===== src/rtl/xlat_walker_pkg.sv =====
package xlat_walker_pkg;

  localparam int unsigned ADDR_W         = 32;
  localparam int unsigned ATTR_W         = 2;
  localparam int unsigned ATTR_LSB       = 2;
  localparam int unsigned TBASE_LSB      = 14;
  localparam int unsigned SECTION_SHIFT  = 20;
  localparam int unsigned LARGE_SHIFT    = 16;
  localparam int unsigned SMALL_SHIFT    = 12;
  localparam int unsigned TINY_SHIFT     = 10;
  localparam int unsigned COARSE_PTR_LSB = 10;
  localparam int unsigned FINE_PTR_LSB   = 12;
  localparam int unsigned NUM_PAGE_KINDS = 3;
  localparam int unsigned WORD_SHIFT     = 2;

  typedef logic [ADDR_W-1:0] addr_t;
  typedef logic [ATTR_W-1:0] attr_t;

  typedef enum logic [2:0] {
    ST_IDLE   = 3'd0,
    ST_FETCH1 = 3'd1,
    ST_WAIT1  = 3'd2,
    ST_FETCH2 = 3'd3,
    ST_WAIT2  = 3'd4,
    ST_DONE   = 3'd5,
    ST_FAULT  = 3'd6
  } walk_st_e;

  typedef enum logic [1:0] {
    L1_NONE    = 2'd0,
    L1_COARSE  = 2'd1,
    L1_SECTION = 2'd2,
    L1_FINE    = 2'd3
  } l1_kind_e;

  typedef enum logic [1:0] {
    L2_NONE  = 2'd0,
    L2_LARGE = 2'd1,
    L2_SMALL = 2'd2,
    L2_TINY  = 2'd3
  } l2_kind_e;

  // Mask with the low 'sh' bits set.
  function automatic addr_t f_low_mask(int unsigned sh);
    addr_t m;
    for (int unsigned i = 0; i < ADDR_W; i++) m[i] = (i < sh);
    return m;
  endfunction

  // Upper bits from 'hi', low 'sh' bits from 'lo'.
  function automatic addr_t f_splice(addr_t hi, addr_t lo, int unsigned sh);
    return (hi & ~f_low_mask(sh)) | (lo & f_low_mask(sh));
  endfunction

  // First-level entry word address.
  function automatic addr_t f_l1_addr(addr_t tbase, addr_t va);
    return (tbase & ~f_low_mask(TBASE_LSB)) | ((va >> SECTION_SHIFT) << WORD_SHIFT);
  endfunction

  // Second-level entry word address: table pointer plus scaled index.
  function automatic addr_t f_l2_addr(addr_t desc, addr_t va,
                                      int unsigned ptr_lsb, int unsigned pg_shift);
    addr_t idx;
    idx = (va >> pg_shift) & f_low_mask(ptr_lsb - WORD_SHIFT);
    return (desc & ~f_low_mask(ptr_lsb)) | (idx << WORD_SHIFT);
  endfunction

  function automatic attr_t f_attr(addr_t desc);
    return desc[ATTR_LSB +: ATTR_W];
  endfunction

endpackage


===== src/rtl/xlat_l1_decode.sv =====
module xlat_l1_decode
  import xlat_walker_pkg::*;
(
  input  addr_t desc,
  input  addr_t va,
  input  logic  tiny_en,
  output logic  is_fault,
  output logic  is_section,
  output addr_t l2_ptr,
  output addr_t sec_pa,
  output attr_t sec_attr
);

  l1_kind_e kind;
  addr_t    coarse_ptr;
  addr_t    fine_ptr;

  assign kind       = l1_kind_e'(desc[1:0]);
  assign coarse_ptr = f_l2_addr(desc, va, COARSE_PTR_LSB, SMALL_SHIFT);
  assign fine_ptr   = f_l2_addr(desc, va, FINE_PTR_LSB, TINY_SHIFT);
  assign sec_pa     = f_splice(desc, va, SECTION_SHIFT);
  assign sec_attr   = f_attr(desc);

  always_comb begin
    is_fault   = 1'b0;
    is_section = 1'b0;
    l2_ptr     = coarse_ptr;
    unique case (kind)
      L1_NONE:    is_fault   = 1'b1;
      L1_SECTION: is_section = 1'b1;
      L1_COARSE:  l2_ptr     = coarse_ptr;
      L1_FINE: begin
        l2_ptr   = fine_ptr;
        is_fault = !tiny_en;
      end
      default:    is_fault   = 1'b1;
    endcase
  end

endmodule


===== src/rtl/xlat_l2_decode.sv =====
module xlat_l2_decode
  import xlat_walker_pkg::*;
(
  input  addr_t desc,
  input  addr_t va,
  output logic  is_fault,
  output addr_t page_pa,
  output attr_t page_attr
);

  localparam int unsigned PAGE_SHIFT [NUM_PAGE_KINDS] =
    '{LARGE_SHIFT, SMALL_SHIFT, TINY_SHIFT};

  l2_kind_e kind;
  addr_t    cand [NUM_PAGE_KINDS];

  assign kind      = l2_kind_e'(desc[1:0]);
  assign page_attr = f_attr(desc);

  for (genvar k = 0; k < NUM_PAGE_KINDS; k++) begin : g_page
    assign cand[k] = f_splice(desc, va, PAGE_SHIFT[k]);
  end

  always_comb begin
    is_fault = 1'b0;
    page_pa  = '0;
    unique case (kind)
      L2_LARGE: page_pa  = cand[0];
      L2_SMALL: page_pa  = cand[1];
      L2_TINY:  page_pa  = cand[2];
      default:  is_fault = 1'b1;
    endcase
  end

endmodule


===== src/rtl/xlat_walk_ctrl.sv =====
module xlat_walk_ctrl
  import xlat_walker_pkg::*;
(
  input  logic     clk,
  input  logic     rst_n,
  input  logic     req_valid,
  input  logic     mem_gnt,
  input  logic     rsp_valid,
  input  logic     rsp_err,
  input  logic     l1_fault,
  input  logic     l1_section,
  input  logic     l2_fault,
  output walk_st_e state,
  output logic     ev_accept,
  output logic     ev_sec_load,
  output logic     ev_ptr_load,
  output logic     ev_page_load,
  output logic     ev_in_wait1,
  output logic     ev_in_wait2
);

  walk_st_e st_q, st_d;
  logic     l1_rsp, l2_rsp;

  assign state        = st_q;
  assign ev_in_wait1  = (st_q == ST_WAIT1);
  assign ev_in_wait2  = (st_q == ST_WAIT2);
  assign l1_rsp       = ev_in_wait1 && rsp_valid;
  assign l2_rsp       = ev_in_wait2 && rsp_valid;
  assign ev_accept    = (st_q == ST_IDLE) && req_valid;
  assign ev_sec_load  = l1_rsp && !rsp_err && !l1_fault && l1_section;
  assign ev_ptr_load  = l1_rsp && !rsp_err && !l1_fault && !l1_section;
  assign ev_page_load = l2_rsp && !rsp_err && !l2_fault;

  always_comb begin
    st_d = st_q;
    unique case (st_q)
      ST_IDLE:   if (req_valid) st_d = ST_FETCH1;
      ST_FETCH1: if (mem_gnt)   st_d = ST_WAIT1;
      ST_WAIT1: begin
        if (rsp_valid) begin
          if (rsp_err || l1_fault) st_d = ST_FAULT;
          else if (l1_section)     st_d = ST_DONE;
          else                     st_d = ST_FETCH2;
        end
      end
      ST_FETCH2: if (mem_gnt)   st_d = ST_WAIT2;
      ST_WAIT2: begin
        if (rsp_valid) st_d = (rsp_err || l2_fault) ? ST_FAULT : ST_DONE;
      end
      ST_DONE:   st_d = ST_IDLE;
      ST_FAULT:  st_d = ST_IDLE;
      default:   st_d = ST_IDLE;
    endcase
  end

  always_ff @(posedge clk) begin
    if (!rst_n) st_q <= ST_IDLE;
    else        st_q <= st_d;
  end

endmodule


===== src/rtl/xlat_walker.sv =====
module xlat_walker
  import xlat_walker_pkg::*;
(
  input  logic                clk,
  input  logic                rst_n,
  input  logic                req_valid,
  input  logic [ADDR_W-1:0]   req_va,
  input  logic [ADDR_W-1:0]   req_tbase,
  input  logic                tiny_en,
  output logic                busy,
  output logic                mem_req,
  output logic [ADDR_W-1:0]   mem_addr,
  input  logic                mem_gnt,
  input  logic                mem_rsp_valid,
  input  logic [ADDR_W-1:0]   mem_rsp_data,
  input  logic                mem_rsp_err,
  output logic                done,
  output logic                fault,
  output logic [ADDR_W-1:0]   pa,
  output logic [ATTR_W-1:0]   attr
);

  walk_st_e st;
  logic     ev_accept, ev_sec_load, ev_ptr_load, ev_page_load;
  logic     ev_in_wait1, ev_in_wait2;
  logic     l1_fault, l1_section, l2_fault;
  addr_t    l1_ptr, sec_pa, l2_pa;
  attr_t    sec_attr, l2_attr;

  addr_t    va_q, tbase_q, ptr_q, pa_q;
  attr_t    attr_q;
  logic     tiny_q;

  xlat_walk_ctrl u_ctrl (
    .clk          (clk),
    .rst_n        (rst_n),
    .req_valid    (req_valid),
    .mem_gnt      (mem_gnt),
    .rsp_valid    (mem_rsp_valid),
    .rsp_err      (mem_rsp_err),
    .l1_fault     (l1_fault),
    .l1_section   (l1_section),
    .l2_fault     (l2_fault),
    .state        (st),
    .ev_accept    (ev_accept),
    .ev_sec_load  (ev_sec_load),
    .ev_ptr_load  (ev_ptr_load),
    .ev_page_load (ev_page_load),
    .ev_in_wait1  (ev_in_wait1),
    .ev_in_wait2  (ev_in_wait2)
  );

  xlat_l1_decode u_l1 (
    .desc       (mem_rsp_data),
    .va         (va_q),
    .tiny_en    (tiny_q),
    .is_fault   (l1_fault),
    .is_section (l1_section),
    .l2_ptr     (l1_ptr),
    .sec_pa     (sec_pa),
    .sec_attr   (sec_attr)
  );

  xlat_l2_decode u_l2 (
    .desc      (mem_rsp_data),
    .va        (va_q),
    .is_fault  (l2_fault),
    .page_pa   (l2_pa),
    .page_attr (l2_attr)
  );

  always_ff @(posedge clk) begin
    if (!rst_n) begin
      va_q    <= '0;
      tbase_q <= '0;
      tiny_q  <= 1'b0;
      ptr_q   <= '0;
      pa_q    <= '0;
      attr_q  <= '0;
    end else begin
      if (ev_accept) begin
        va_q    <= req_va;
        tbase_q <= req_tbase;
        tiny_q  <= tiny_en;
        pa_q    <= '0;
        attr_q  <= '0;
      end
      if (ev_ptr_load) ptr_q <= l1_ptr;
      if (ev_sec_load) begin
        pa_q   <= sec_pa;
        attr_q <= sec_attr;
      end
      if (ev_page_load) begin
        pa_q   <= l2_pa;
        attr_q <= l2_attr;
      end
    end
  end

  assign busy     = (st != ST_IDLE);
  assign mem_req  = (st == ST_FETCH1) || (st == ST_FETCH2);
  assign mem_addr = (st == ST_FETCH2) ? ptr_q : f_l1_addr(tbase_q, va_q);
  assign done     = (st == ST_DONE);
  assign fault    = (st == ST_FAULT);
  assign pa       = pa_q;
  assign attr     = attr_q;

endmodule


===== config.mk =====
export PLATFORM = sky130hd
export DESIGN_NAME = xlat_walker
export DESIGN_NICKNAME = d
export VERILOG_FILES = /design/src/rtl/xlat_walker_pkg.sv /design/src/rtl/xlat_l1_decode.sv /design/src/rtl/xlat_l2_decode.sv /design/src/rtl/xlat_walk_ctrl.sv /design/src/rtl/xlat_walker.sv
export SDC_FILE = /design/constraint.sdc
export NUM_CORES = 1
export LEC_CHECK = 0
export BUFFER_PORTS_ARGS = -buffer_cell sky130_fd_sc_hd__buf_4
export CAP_MARGIN = 20
export CELL_PAD_IN_SITES_DETAIL_PLACEMENT = 0
export CELL_PAD_IN_SITES_GLOBAL_PLACEMENT = 1
export CORE_UTILIZATION = 35
export DETAILED_ROUTE_END_ITERATION = 6
export PLACE_DENSITY_LB_ADDON = 0.1
export SLEW_MARGIN = 20
export SYNTH_ARGS = -nofsm -noshare
export SYNTH_HDL_FRONTEND = slang
export SYNTH_SLANG_ARGS = --single-unit

===== constraint.sdc =====
create_clock -name clk -period 2.3 [get_ports clk]
set_input_delay 0.115 -clock clk [delete_from_list [all_inputs] [get_ports clk]]
set_output_delay 0.115 -clock clk [all_outputs]
set_load 0.05 [all_outputs]

# Word level (Yosys, flattened, before mapping)
# Cells that the tools add are included.
[classes]
bitwise = 7
mux = 21
n_eq_ne = 14
reduce_logical = 22
[ops]
columns = ["operator", "count"]
rows = [
  ["two-way mux 32 bit", 5],
  ["case mux 32 bit (3 select lines)", 1],
  ["OR 32 x 10 -> 32 bit", 2],
  ["OR 32 x 12 -> 32 bit", 2],
  ["OR 32 x 14 -> 32 bit", 1],
  ["OR 32 x 16 -> 32 bit", 1],
  ["OR 32 x 20 -> 32 bit", 1],
  ["two-way mux 3 bit", 7],
  ["case mux 3 bit (5 select lines)", 1],
  ["!= test 2 bit (second input constant)", 5],
  ["== test 3 bit (second input constant)", 3],
  ["logical AND 1 bit", 9],
  ["two-way mux 2 bit", 4],
  ["== test 3 x 2 -> 1 bit (second input constant)", 2],
  ["nonzero test 3 bit", 2],
  ["AND reduction 5 bit", 1],
  ["== test 2 bit (second input constant)", 2],
  ["logical NOT 1 bit", 4],
  ["== test 3 x 1 -> 1 bit (second input constant)", 1],
  ["logical NOT 3 bit", 1],
  ["logical OR 1 bit", 3],
  ["OR reduction 3 bit", 1],
  ["== test 2 x 1 -> 1 bit (second input constant)", 1],
  ["logical NOT 2 bit", 1],
  ["other kinds (2)", 3],
]
[totals]
input_bits = 103
register_bits = 134
output_inout_bits = 70

# Logic depth before layout (Yosys ltp)
[logic_depth]
word_depth = 7
ltp_mapped = 9
mapped_depth_nobuf = 7

# Hierarchy
# Synthesis repeated with hierarchy kept, for this count alone.
[hier_totals]
cells_unflattened = 670
hier_area_um2 = 6314.8
[modules_own_cells]
columns = ["mod", "cells_per_inst", "seq_area_each_um2", "area_per_inst_um2", "n_inst"]
rows = [
  ["xlat_walker", 510, 2342.2, 5048.6, 1],
  ["xlat_l1_decode", 77, 0.0, 646.9, 1],
  ["xlat_walk_ctrl", 42, 60.1, 326.6, 1],
  ["xlat_l2_decode", 41, 0.0, 292.8, 1],
]

# Least setup slack after synthesis
# No wires, ideal clock.
[synth_path]
kind = "reg-to-output"
startpoint = "reg u_ctrl.st_q[0], in the netlist u_ctrl.state[0]"
endpoint = "out mem_addr[10]"
t_required_ps = 2185
slack_ps = 122
stages_incl_launch_ff = 7
arrival_time_ps = 2063
path_cell_list = "dfxtp_1 buf_2 inv_1 nor2_1 nand2_1 buf_2 mux2_2"
[synth_between]
elab_chain_cells = 2
[synth_rtl]
columns = ["element", "line_no", "rtl"]
rows = [
  ["from (decl)", "xlat_walk_ctrl.sv:22", "walk_st_e st_q, st_d;"],
  ["from (signal assigned)", "xlat_walk_ctrl.sv:59", "else st_q <= st_d;"],
  ["== test 3 x 2 -> 1 bit", "xlat_walker.sv:102", "assign mem_addr = (st == ST_FETCH2) ? ptr_q : f_l1_addr(tbase_q, va_q);"],
  ["two-way mux 32 bit", "xlat_walker.sv:102", ""],
  ["to (decl)", "xlat_walker.sv:12", "output logic [ADDR_W-1:0] mem_addr,"],
]
# Every way passes these cells.

# Worst setup path after layout
[layout_path]
startpoint = "reg u_ctrl.st_q[2], in the netlist u_ctrl.state[2]"
endpoint = "out mem_addr[10]"
# Same word-level chain as after synthesis.

==> impl_metrics.py <==
metrics = {
    "outcome": {
        "status": "completed",
    },
    "power_and_ir_drop": {
        "p_per_area_mw_per_mm2": 884,
        "leakage_nw": 3.51,
        "totalPowerFinal_w": 0.00693,
        "vdd_drop_max_v": 0.000583,
    },
    "floorplanning": {
        "dieArea_sq_mm": 0.0152,
        "die_y_um": 123,
        "row_count": 43,
        "core_sq_mm": 0.0141,
        "start_util_pct": 36.4,
        "chipWidth_um": 123,
        "io_pins": 173,
    },
    "timing": {
        "fin_setup_tns_ps": 0,
        "maxSlewViolCount": 0,
        "min_period_over_period_pct": 94.2,
        "slew_headroom_pct": 59.6,
        "setup_violations": 0,
        "hold_viol_final": 0,
        "clock.fmax_mhz": 461,
        "hold_slack_ps": 82.1,
        "rsz0062_at_grt": "false",
        "clock_skew_ps": 9.71,
        "worst_pin_slew_ps": 600,
        "fin_crit_ps": 2170,
        "setup_slack_ps": 132,
    },
    "worst_setup_path": {
        "crit_family": "flip-flops",
        "end_kind": "primary output",
        "startpoint_type": "register",
        "cpMaxStageDelayCell": "dfxtp_2",
        "cpPeakStageDelay_ps": 500,
        "reg2reg_setup_slack_ps": 460,
        "worstPathCellList": "nor2_1, nand2_1, buf_4, mux2_2, buf_4",
        "crit_type": "register to primary output",
        "crit_buf_inv": 2,
        "critPathMostFrequentCell": "buf_4",
        "required_ps": 2180,
        "worstPathMaxFanout": 17,
        "crit_arrival_ps": 2050,
    },
    "clocking": {
        "clkLatencyLatePin_ps": 410,
        "cts-buffers-inserted": 17,
        "cts_tree": "done",
        "cts-htree-levels": 4,
        "path_clk_slew_ps": 50,
        "clkSinkCount": 118,
        "cts_setup_buffers": 0,
        "root_buffer": "clkbuf_16",
        "cts.path.max_buffers": 2,
    },
    "logic_synthesis": {
        "ys_ff_latch": 118,
        "synth_seq_area_share_pct": 45.8,
        "synth_top_area_share_pct": 45.8,
        "synth-edff-count": 0,
        "synth_common_cells": "nand2_1, dfxtp_1, a21boi_0",
        "synth_area_leaders": "dfxtp_1, nand2_1, a21boi_0",
        "syn_inst": 554,
        "ys.flop_type": "dfxtp_1",
        "synth_top_cell_by_area": "dfxtp_1",
        "yosys_warnings": 0,
        "ys_types": 48,
        "synthArstFlopShare_pct": 0,
        "yosysMostFrequentCell": "nand2_1",
        "syn_area_sq_mm": 0.00516,
        "avgSynthCellArea_sq_um": 9.31,
    },
    "final_layout": {
        "antenna_cells": 0,
        "ff_latch_area_sq_mm": 0.00236,
        "fin_nets": 874,
        "multi_input_area_sq_mm": 0.00256,
        "fillers": 1326,
        "area_delta_synth_final_pct": 52.0,
        "drive_gt1_share_pct": 30.8,
        "design_area_sq_mm": 0.00784,
    },
    "placed_design": {
        "place.gp.congestion": 0.795,
        "numPortBuffers": 150,
        "place_hpwl_mm": 9.65,
        "dpl_cell_area_sq_mm": 0.00642,
        "dpl_worst_slack_ps": 0.530,
    },
    "detailed_routing": {
        "wire_per_inst_um": 15.2,
        "drc": 0,
        "via_count": 4576,
        "firstDrtPassIters": 4,
        "finalWirelength_mm": 14.6,
        "via_per_inst": 4.77,
        "ant_nets": 0,
        "drtIter0Drc": 199,
    },
    "global_route": {
        "gr-usage-met1_pct": 23.4,
        "grt_use_met2_pct": 34.0,
        "met3_usage_pct": 5.90,
        "top_usage_layer": "met2",
        "grt_pass1_wl_mm": 22.4,
        "overflow": 0,
        "grt_usage_pct": 19.7,
        "antenna_found_initial": 0,
        "grt_pass1_vias": 4419,
        "grt_max_degree": 52,
    },
    "run": {
        "maxCapViolCount": 0,
    },
    "min_path": {
        "hp-class": "input port to register",
    },
}
-- path summary, 6_finish.rpt --
| check | from | endpoint | cells after the start |
|---|---|---|---|
| min reg2reg | ptr_q[26] | ptr_q[26] | 2 |
| max reg2reg | u_ctrl.state[1] | ptr_q[9] | 6 |
| min | mem_gnt | u_ctrl.state[0] | 3 |
| max | u_ctrl.state[2] | mem_addr[10] | 5 |
-- layout by cell type, fill, tap and decap left out, types with 5 or more instances in the layout --
cell / netlist / layout
o211a_1: 16 / 16
o21a_1: 5 / 5
clkbuf_16: 0 / 17
inv_1: 6 / 6
mux2_2: 30 / 30
a21boi_1: 20 / 20
a221o_1: 6 / 6
and3_1: 7 / 7
bufinv_16: 0 / 6
dlygate4sd3_1: 0 / 73
buf_4: 3 / 165
a22o_1: 24 / 24
dfxtp_1: 118 / 117
a21boi_0: 54 / 54
nand2_1: 156 / 156
nor2_1: 9 / 9
mux2i_1: 10 / 10
-- what timing repair did --
item | CTS | global route
endpoints found under the hold margin | 84 | 1
hold buffers | 72 | 1
gates resized for setup | 1 | 1
setup endpoints to repair | 30 | 1
cloned | 0 | 0
-- worst min-delay path, cell delays in order --
cell,delay (ps)
buf_4,110
o22ai_1,80
o2111a_1,130
-- kinds of logic (layout without fill, tap and decap cells) --
group                      count (synthesis)  count (layout)  synth area share [%]
buffers and inverters                     52             276                  4.95
muxes                                     40              40                  8.49
and+or+nand+nor                          194             194                  16.9
xor gates and xnor gates                   1               1                 0.170
AOI/OAI and AO/OA                        144             144                  22.6
DFF                                      118             118                  45.8
adders and majority gates                  4               4                 0.970
other                                      1               2                0.0727
-- layout make-up --
class,count,share of cell area (%)
clock buffers,22,6.18
clock inverters,9,2.49
inverters,6,0.287
multi-input cells,385,32.6
flip-flops and latches,118,30.2
well taps,180,2.87
repair buffers,239,25.4
-- routing by layer --
metal	vias up	wire, um
met4	0	115
li1	2334	-
met5	-	0
met3	8	845
met2	126	7060
met1	2108	6550
-- through the flow --
step | instances | util (%)
after CTS | 958 | 55.3
after global placement | 855 | 45.4
after detailed placement | 855 | 45.4
final | 959 | 55.4
after floorplan | 555 | -
after global routing | 959 | 55.4
-- report_power, final --
part	internal, W	switching, W
Sequential	0.00221	0.000113
Clock	0.00213	0.000893
Combinational	0.000618	0.000955
-- flip-flops by register name, indices dropped and copies added, names as in the netlist --
register,cells
tbase_q,18
attr,2
va_q,32
pa,32
tiny_q,1
ptr_q,30
u_ctrl.state,3
No activity file was read; power rests on OpenSTA's default activity.
